--- src/rtl/flash_wp_pkg.sv ---
package flash_wp_pkg;

    localparam logic [7:0] OP_WREN = 8'h06;
    localparam logic [7:0] OP_WRDI = 8'h04;
    localparam logic [7:0] OP_PP   = 8'h02;
    localparam logic [7:0] OP_SE   = 8'h20;
    localparam logic [7:0] OP_BE   = 8'hD8;
    localparam logic [7:0] OP_CE   = 8'hC7;
    localparam logic [7:0] OP_WRSR = 8'h01;
    localparam logic [7:0] OP_RDSR = 8'h05;
    localparam logic [7:0] OP_PD   = 8'hB9;
    localparam logic [7:0] OP_RES  = 8'hAB;

    // status / write-data field positions
    localparam int SB_BUSY = 0;
    localparam int SB_WEL  = 1;
    localparam int SB_BP_L = 2;
    localparam int SB_BP_H = 4;
    localparam int SB_LOCK = 6;
    localparam int SB_SRP  = 7;

    typedef enum logic [1:0] {
        ST_HOLDOFF = 2'd0,
        ST_READY   = 2'd1,
        ST_BUSY    = 2'd2,
        ST_SLEEP   = 2'd3
    } wp_state_e;

endpackage

--- src/rtl/wp_holdoff_timer.sv ---
module wp_holdoff_timer #(
    parameter int HOLD_CYC = 1000
) (
    input  logic clk,
    input  logic pwr_good_i,
    output logic expire_o
);
    localparam int CW = (HOLD_CYC < 2) ? 1 : $clog2(HOLD_CYC + 1);
    localparam logic [CW-1:0] LAST = CW'(HOLD_CYC - 1);

    logic [CW-1:0] cnt_q;
    logic          run_q;

    always_ff @(posedge clk or negedge pwr_good_i) begin
        if (!pwr_good_i) begin
            cnt_q <= '0;
            run_q <= 1'b1;
        end else if (run_q) begin
            if (cnt_q == LAST) run_q <= 1'b0;
            else               cnt_q <= cnt_q + 1'b1;
        end
    end

    assign expire_o = run_q && (cnt_q == LAST);

    assert_single_expire_R2: assert property (@(posedge clk) disable iff (!pwr_good_i)
        expire_o |=> !expire_o);

endmodule

--- src/rtl/wp_region_check.sv ---
module wp_region_check #(
    parameter int ADDR_W    = 19,
    parameter int SECTOR_LG = 12,
    parameter int BLOCK_LG  = 16
) (
    input  logic [2:0]        bp_i,
    input  logic [ADDR_W-1:0] last_i,
    output logic              prot_o
);
    logic [7:0] hit;

    assign hit[0] = 1'b0;

    for (genvar c = 1; c < 8; c++) begin : g_code
        localparam int LG  = (c == 1) ? SECTOR_LG :
                             (c == 2) ? SECTOR_LG + 1 :
                             (c == 7) ? ADDR_W : BLOCK_LG + c - 3;
        localparam int LGC = (LG > ADDR_W) ? ADDR_W : LG;
        localparam logic [ADDR_W:0] ONE  = 1;
        localparam logic [ADDR_W:0] LOWM = (ONE << LGC) - ONE;
        // inside the top 2^LGC bytes when every bit above LGC is set
        assign hit[c] = &(last_i | LOWM[ADDR_W-1:0]);
    end

    assign prot_o = hit[bp_i];

    always_comb begin
        assert_code0_open_R9: assert (bp_i != 3'd0 || !prot_o);
        assert_code7_all_R9:  assert (bp_i != 3'd7 || prot_o);
    end

endmodule

--- src/rtl/wp_ctrl_fsm.sv ---
module wp_ctrl_fsm
    import flash_wp_pkg::*;
(
    input  logic       clk,
    input  logic       pwr_good_i,
    input  logic       wp_n_i,
    input  logic       cmd_valid_i,
    input  logic [7:0] cmd_op_i,
    input  logic [7:0] cmd_wdata_i,
    input  logic       op_done_i,
    input  logic       hold_expire_i,
    input  logic       addr_prot_i,
    output logic [2:0] bp_o,
    output logic       cmd_acc_o,
    output logic       cmd_rej_o,
    output logic [7:0] status_o,
    output logic       sleep_o
);
    wp_state_e  state_q, state_nx;
    logic       wel_q, wel_nx;
    logic [2:0] bp_q, bp_nx;
    logic       srp_q, srp_nx;
    logic       lock_q, lock_nx;
    logic       ok;

    logic unused_wdata;
    assign unused_wdata = ^{cmd_wdata_i[5], cmd_wdata_i[1:0]};

    // next-state and acceptance decision
    always_comb begin
        ok       = 1'b0;
        state_nx = state_q;
        wel_nx   = wel_q;
        bp_nx    = bp_q;
        srp_nx   = srp_q;
        lock_nx  = lock_q;
        unique case (state_q)
            ST_HOLDOFF: begin
                if (hold_expire_i) state_nx = ST_READY;
                if (cmd_valid_i) begin
                    case (cmd_op_i)
                        OP_WRDI: begin ok = 1'b1; wel_nx = 1'b0; end
                        OP_RDSR,
                        OP_RES:  ok = 1'b1;
                        default: ok = 1'b0;
                    endcase
                end
            end
            ST_READY: begin
                if (cmd_valid_i) begin
                    case (cmd_op_i)
                        OP_WREN: begin ok = 1'b1; wel_nx = 1'b1; end
                        OP_WRDI: begin ok = 1'b1; wel_nx = 1'b0; end
                        OP_RDSR,
                        OP_RES:  ok = 1'b1;
                        OP_PD:   begin ok = 1'b1; state_nx = ST_SLEEP; end
                        OP_PP,
                        OP_SE,
                        OP_BE: begin
                            if (wel_q && !addr_prot_i) begin
                                ok = 1'b1; state_nx = ST_BUSY;
                            end
                        end
                        OP_CE: begin
                            if (wel_q && (bp_q == 3'd0)) begin
                                ok = 1'b1; state_nx = ST_BUSY;
                            end
                        end
                        OP_WRSR: begin
                            if (wel_q && !lock_q && !(srp_q && !wp_n_i)) begin
                                ok       = 1'b1;
                                state_nx = ST_BUSY;
                                bp_nx    = cmd_wdata_i[SB_BP_H:SB_BP_L];
                                srp_nx   = cmd_wdata_i[SB_SRP];
                                lock_nx  = cmd_wdata_i[SB_LOCK];
                            end
                        end
                        default: ok = 1'b0;
                    endcase
                end
            end
            ST_BUSY: begin
                if (op_done_i) begin
                    state_nx = ST_READY;
                    wel_nx   = 1'b0;
                end
                ok = cmd_valid_i && (cmd_op_i == OP_RDSR);
            end
            ST_SLEEP: begin
                if (cmd_valid_i && (cmd_op_i == OP_RES)) begin
                    ok       = 1'b1;
                    state_nx = ST_READY;
                end
            end
        endcase
    end

    // state register
    always_ff @(posedge clk or negedge pwr_good_i) begin
        if (!pwr_good_i) begin
            state_q <= ST_HOLDOFF;
            wel_q   <= 1'b0;
            bp_q    <= 3'd0;
            srp_q   <= 1'b0;
            lock_q  <= 1'b0;
        end else begin
            state_q <= state_nx;
            wel_q   <= wel_nx;
            bp_q    <= bp_nx;
            srp_q   <= srp_nx;
            lock_q  <= lock_nx;
        end
    end

    // outputs
    always_comb begin
        cmd_acc_o = pwr_good_i && cmd_valid_i && ok;
        cmd_rej_o = cmd_valid_i && !cmd_acc_o;
        status_o  = {srp_q, lock_q, 1'b0, bp_q, wel_q, (state_q == ST_BUSY)};
        sleep_o   = (state_q == ST_SLEEP);
        bp_o      = bp_q;
    end

    assert_latch_clear_in_holdoff_R3: assert property (@(posedge clk) disable iff (!pwr_good_i)
        (state_q == ST_HOLDOFF) |-> !wel_q);

    assert_done_clears_latch_R5: assert property (@(posedge clk) disable iff (!pwr_good_i)
        (state_q == ST_BUSY && op_done_i) |=> (!wel_q && state_q == ST_READY));

    assert_busy_only_status_R5: assert property (@(posedge clk) disable iff (!pwr_good_i)
        (state_q == ST_BUSY && cmd_acc_o) |-> (cmd_op_i == OP_RDSR));

    assert_sleep_only_release_R6: assert property (@(posedge clk) disable iff (!pwr_good_i)
        (state_q == ST_SLEEP && cmd_acc_o) |-> (cmd_op_i == OP_RES));

    assert_pin_blocks_wrsr_R7: assert property (@(posedge clk) disable iff (!pwr_good_i)
        (cmd_valid_i && cmd_op_i == OP_WRSR && srp_q && !wp_n_i) |-> !cmd_acc_o);

    assert_lock_sticky_R8: assert property (@(posedge clk) disable iff (!pwr_good_i)
        lock_q |=> lock_q);

    assert_ce_open_only_R10: assert property (@(posedge clk) disable iff (!pwr_good_i)
        (cmd_acc_o && cmd_op_i == OP_CE) |-> (bp_q == 3'd0));

    assert_one_response_R11: assert property (@(posedge clk) disable iff (!pwr_good_i)
        cmd_valid_i |-> (cmd_acc_o != cmd_rej_o));

    assert_reject_no_change_R11: assert property (@(posedge clk) disable iff (!pwr_good_i)
        (cmd_rej_o && !(state_q == ST_BUSY && op_done_i))
        |=> (wel_q == $past(wel_q) && bp_q == $past(bp_q) && lock_q == $past(lock_q)));

endmodule

--- src/rtl/flash_wp_gate.sv ---
module flash_wp_gate
    import flash_wp_pkg::*;
#(
    parameter int ADDR_W    = 19,
    parameter int HOLD_CYC  = 1000,
    parameter int PAGE_LG   = 8,
    parameter int SECTOR_LG = 12,
    parameter int BLOCK_LG  = 16
) (
    input  logic              clk,
    input  logic              pwr_good_i,
    input  logic              wp_n_i,
    input  logic              cmd_valid_i,
    input  logic [7:0]        cmd_op_i,
    input  logic [ADDR_W-1:0] cmd_addr_i,
    input  logic [7:0]        cmd_wdata_i,
    input  logic              op_done_i,
    output logic              cmd_acc_o,
    output logic              cmd_rej_o,
    output logic [7:0]        status_o,
    output logic              sleep_o
);
    localparam logic [ADDR_W-1:0] PAGE_M   = ADDR_W'((1 << PAGE_LG) - 1);
    localparam logic [ADDR_W-1:0] SECTOR_M = ADDR_W'((1 << SECTOR_LG) - 1);
    localparam logic [ADDR_W-1:0] BLOCK_M  = ADDR_W'((1 << BLOCK_LG) - 1);

    logic              hold_expire;
    logic              addr_prot;
    logic [2:0]        bp;
    logic [ADDR_W-1:0] last_addr;

    // last byte touched by the instruction's unit
    always_comb begin
        case (cmd_op_i)
            OP_PP:   last_addr = cmd_addr_i | PAGE_M;
            OP_SE:   last_addr = cmd_addr_i | SECTOR_M;
            OP_BE:   last_addr = cmd_addr_i | BLOCK_M;
            default: last_addr = cmd_addr_i;
        endcase
    end

    wp_holdoff_timer #(.HOLD_CYC(HOLD_CYC)) u_timer (
        .clk        (clk),
        .pwr_good_i (pwr_good_i),
        .expire_o   (hold_expire)
    );

    wp_region_check #(
        .ADDR_W    (ADDR_W),
        .SECTOR_LG (SECTOR_LG),
        .BLOCK_LG  (BLOCK_LG)
    ) u_region (
        .bp_i   (bp),
        .last_i (last_addr),
        .prot_o (addr_prot)
    );

    wp_ctrl_fsm u_fsm (
        .clk           (clk),
        .pwr_good_i    (pwr_good_i),
        .wp_n_i        (wp_n_i),
        .cmd_valid_i   (cmd_valid_i),
        .cmd_op_i      (cmd_op_i),
        .cmd_wdata_i   (cmd_wdata_i),
        .op_done_i     (op_done_i),
        .hold_expire_i (hold_expire),
        .addr_prot_i   (addr_prot),
        .bp_o          (bp),
        .cmd_acc_o     (cmd_acc_o),
        .cmd_rej_o     (cmd_rej_o),
        .status_o      (status_o),
        .sleep_o       (sleep_o)
    );

endmodule

--- config.mk ---
export PLATFORM = sky130hd
export DESIGN_NAME = flash_wp_gate
export DESIGN_NICKNAME = d
export VERILOG_FILES = /design/src/rtl/flash_wp_pkg.sv /design/src/rtl/wp_holdoff_timer.sv /design/src/rtl/wp_region_check.sv /design/src/rtl/wp_ctrl_fsm.sv /design/src/rtl/flash_wp_gate.sv
export SDC_FILE = /design/constraint.sdc
export NUM_CORES = 1
export LEC_CHECK = 0
export BUFFER_PORTS_ARGS = -buffer_cell sky130_fd_sc_hd__buf_2
export CORE_MARGIN = 10
export CORE_UTILIZATION = 40
export CTS_CLUSTER_SIZE = 24
export DETAILED_ROUTE_END_ITERATION = 16
export GPL_TIMING_DRIVEN = 1
export PLACE_DENSITY = 0.7
export SYNTH_ARGS = -nofsm -noshare
export SYNTH_HDL_FRONTEND = slang
export SYNTH_SLANG_ARGS = --single-unit
--- constraint.sdc ---
create_clock -name clk -period 1.76 [get_ports clk]
set_clock_uncertainty 0.05 [all_clocks]
set_input_delay 0.176 -clock clk [delete_from_list [all_inputs] [get_ports clk]]
set_output_delay 0.176 -clock clk [all_outputs]
set_load 0.01 [all_outputs]
==> flow_metrics.tcl <==
set metrics [dict create \
    synthArstFlopShare_pct 100 \
    synth.top_cell.area_share_pct 34.5 \
    fin_crit_sh_pct 118 \
    yosysTopAreaCell "dfrtp_1" \
    post_drt_wl_per_cell_um 14.0 \
    ys.flop_type "dfrtp_1" \
    grt_max_degree 20 \
    vias 1226 \
    worst_slack_ns -0.323 \
    dpl-instance-area_um2 1660 \
    synthCells 135 \
    cts_buffers 3 \
    wl_um 3290 \
    gp_congestion 0.793 \
    post-cts-setup-buffer-count 0 \
    yosys-top-cells-count "18 x dfrtp_1, 13 x nand2_1, 9 x a21oi_1, 7 x xnor2_1, 6 x nand4_1" \
    clock-sinks 19 \
    overflow 0 \
    dpl.cell_count 229 \
    hold_viol_final 0 \
    portBuffers 34 \
    grt_use_total_pct 10.5 \
    num_rows 20 \
    syn_area_um2 1300 \
    ys_types 51 \
    setup_viol 2 \
    antenna_found_initial 0 \
    die_y_um 77.1 \
    drt_first_pass_iters 4 \
    synth_nets 176 \
    cts_max_level 1 \
    fin_cells 234 \
    synthTopCellsByArea "dfrtp_1 35%, xnor2_1 4.7%, mux2_4 4.6%, nand2_1 3.7%, a21oi_1 3.5%" \
    ir_worst_vdd_mv 0.400 \
    final_area_um2 1710 \
    post-dp-hpwl_um 2800 \
    hp-class "primary input to flip-flop" \
    cp-start-kind "flip-flop" \
    die_w_um 77.1 \
    worstSetupEndpointType "output port" \
    ys_seq_area_share_pct 36.6 \
    p_leak_nw 0.808 \
    coreArea_um2 3080 \
    worstPathRequired_ns 1.53 \
    grt_pass1_vias 1239 \
    rsz0062_at_grt "true" \
    die_area_um2 5940 \
    status "finished, violations left" \
    drc 0 \
    cts_buffer_depth 2 \
    min_period_ns 2.08 \
    total_power_uw 807 \
    antenna_cells 0 \
    cp_data_arrival_time_ns 1.86 \
    max-cap-violations 0 \
    cts_tree "yes" \
    failed_checks "setup timing" \
    drt_iter0_drc 90 \
    synth_edf_count 0 \
    synth.most_common_cell "dfrtp_1" \
    post_drt_via_cell_ratio 5.24 \
    path_class "flip-flop to output port" \
    ys_ff_latch 19 \
    grt_pass1_wl_um 5430 \
    synthToLayoutAreaGrowth_pct 31.0 \
    slew_viol_final 0 \
    num-nets-final 232 \
    final_antenna_net_count 0 \
    layout-drive-gt1-share_pct 42.6 \
    cts_root_buf "clkbuf_4" \
    clkLatencyLatePin_ns 0.28 \
    power_density_nw_per_um2 473 \
    yosysWarnings 0 \
    syn_area_per_cell_um2 9.66 \
    max_freq_ghz 0.480 \
    path_max_fanout 3 \
    pin_count 51 \
    clk_pin_slew_ns 0.10 \
    start_util_pct 42.4 \
]
-- layer usage --
| layer | track usage [%] | up-vias | part of all wire, % |
|---|---|---|---|
| met4 | 2.92 | 0 | 1.0 |
| met1 | 11.3 | 591 | 42 |
| li1 | - | 609 | - |
| met2 | 20.1 | 22 | 53 |
| met3 | 2.21 | 4 | 4.1 |
| met5 | 0 | - | 0 |
-- sequential cells by signal, summed over array words and instances, names as in the netlist --
name / flops
u_timer.cnt_q: 10
u_fsm.state_q: 2
u_timer.run_q: 1
u_fsm.srp_q: 1
u_fsm.wel_q: 1
u_fsm.lock_q: 1
u_fsm.bp_o: 3
-- cell type report --
cell class | count | area [um^2]
fill | 301 | 1370
multi-input combinational | 105 | 786
sequential | 19 | 477
timing repair buffer | 57 | 345
tap | 44 | 55.1
clock buffer | 4 | 26.3
inverter | 5 | 18.8
-- through the flow --
| stage | hold slack [ns] | setup slack (ns) | utilization, % | TNS (ns) |
|---|---|---|---|---|
| after global placement | 0.140 | -0.105 | 53.8 | -0.613 |
| after CTS | 0.0452 | -0.342 | 55.4 | -0.605 |
| after detailed placement | 0.140 | -0.121 | 53.8 | -0.690 |
| final | 0.0465 | -0.323 | 55.5 | -0.574 |
| after global routing | 0.0425 | -0.459 | 55.5 | -0.865 |
| after floorplan | -0.170 | 0.0212 | - | 0 |
-- kinds of logic (layout without fill, tap and decap cells) --
| kind of cell | Yosys count | after routing | share of synthesized area (%) |
|---|---|---|---|
| adders and majority gates | 1 | 1 | 0.960 |
| xor gates and xnor gates | 11 | 11 | 7.39 |
| and+or+nand+nor | 58 | 58 | 29.3 |
| buffers and inverters | 11 | 66 | 4.32 |
| DFF | 19 | 19 | 36.6 |
| AOI/OAI and AO/OA | 28 | 28 | 15.0 |
| other | 1 | 1 | 0.288 |
| muxes | 6 | 6 | 6.24 |
-- layout by cell type, fill, tap and decap left out, types with 4 or more instances in the layout --
| master | Yosys | final |
|---|---|---|
| buf_2 | 0 | 34 |
| buf_4 | 4 | 22 |
| dfrtp_1 | 18 | 18 |
| nand2_1 | 13 | 13 |
| a21oi_1 | 9 | 9 |
| xnor2_1 | 7 | 7 |
| nand4_1 | 6 | 6 |
| inv_1 | 5 | 5 |
| nor2_1 | 5 | 5 |
| nor2b_1 | 5 | 4 |
| nor3_1 | 4 | 4 |
| xor2_1 | 4 | 4 |
| mux2_4 | 4 | 4 |
-- final timing paths --
kind / startpoint / depth (start not counted) / to / slack, ns
max in group asynchronous: pwr_good_i / 3 / u_timer.run_q / 1.04
min in group asynchronous: pwr_good_i / 3 / u_timer.cnt_q[7] / 0.36
setup reg to reg: u_fsm.bp_o[0] / 5 / u_fsm.state_q[0] / 0.04
hold reg to reg: u_timer.cnt_q[9] / 1 / u_timer.cnt_q[9] / 0.43
setup / recovery: u_fsm.bp_o[0] / 6 / cmd_acc_o / -0.32
hold / removal: cmd_wdata_i[6] / 2 / u_fsm.lock_q / 0.05
-- power breakdown --
| group | leakage [nW] | switching (mW) | internal [mW] | total (mW) |
|---|---|---|---|---|
| registers | 0.252 | 0.00172 | 0.439 | 0.441 |
| clock network | 0.0150 | 0.120 | 0.0879 | 0.208 |
| logic | 0.541 | 0.0819 | 0.0760 | 0.158 |
| total | 0.808 | 0.204 | 0.603 | 0.807 |
-- critical path, cell delays in order (launching register included) --
cell and delay (ns):
dfrtp_1 0.41, or4b_4 0.53, o21ai_2 0.12, a21oi_1 0.07
o211ai_1 0.12, and3_1 0.19, buf_2 0.13
-- timing repair --
action,CTS,global route
hold endpoints to repair,18,0
hold buffers,1,0
pin swaps,6,3
resized for setup,4,1
setup endpoints to repair,4,4
No activity file was read; power rests on OpenSTA's default activity.
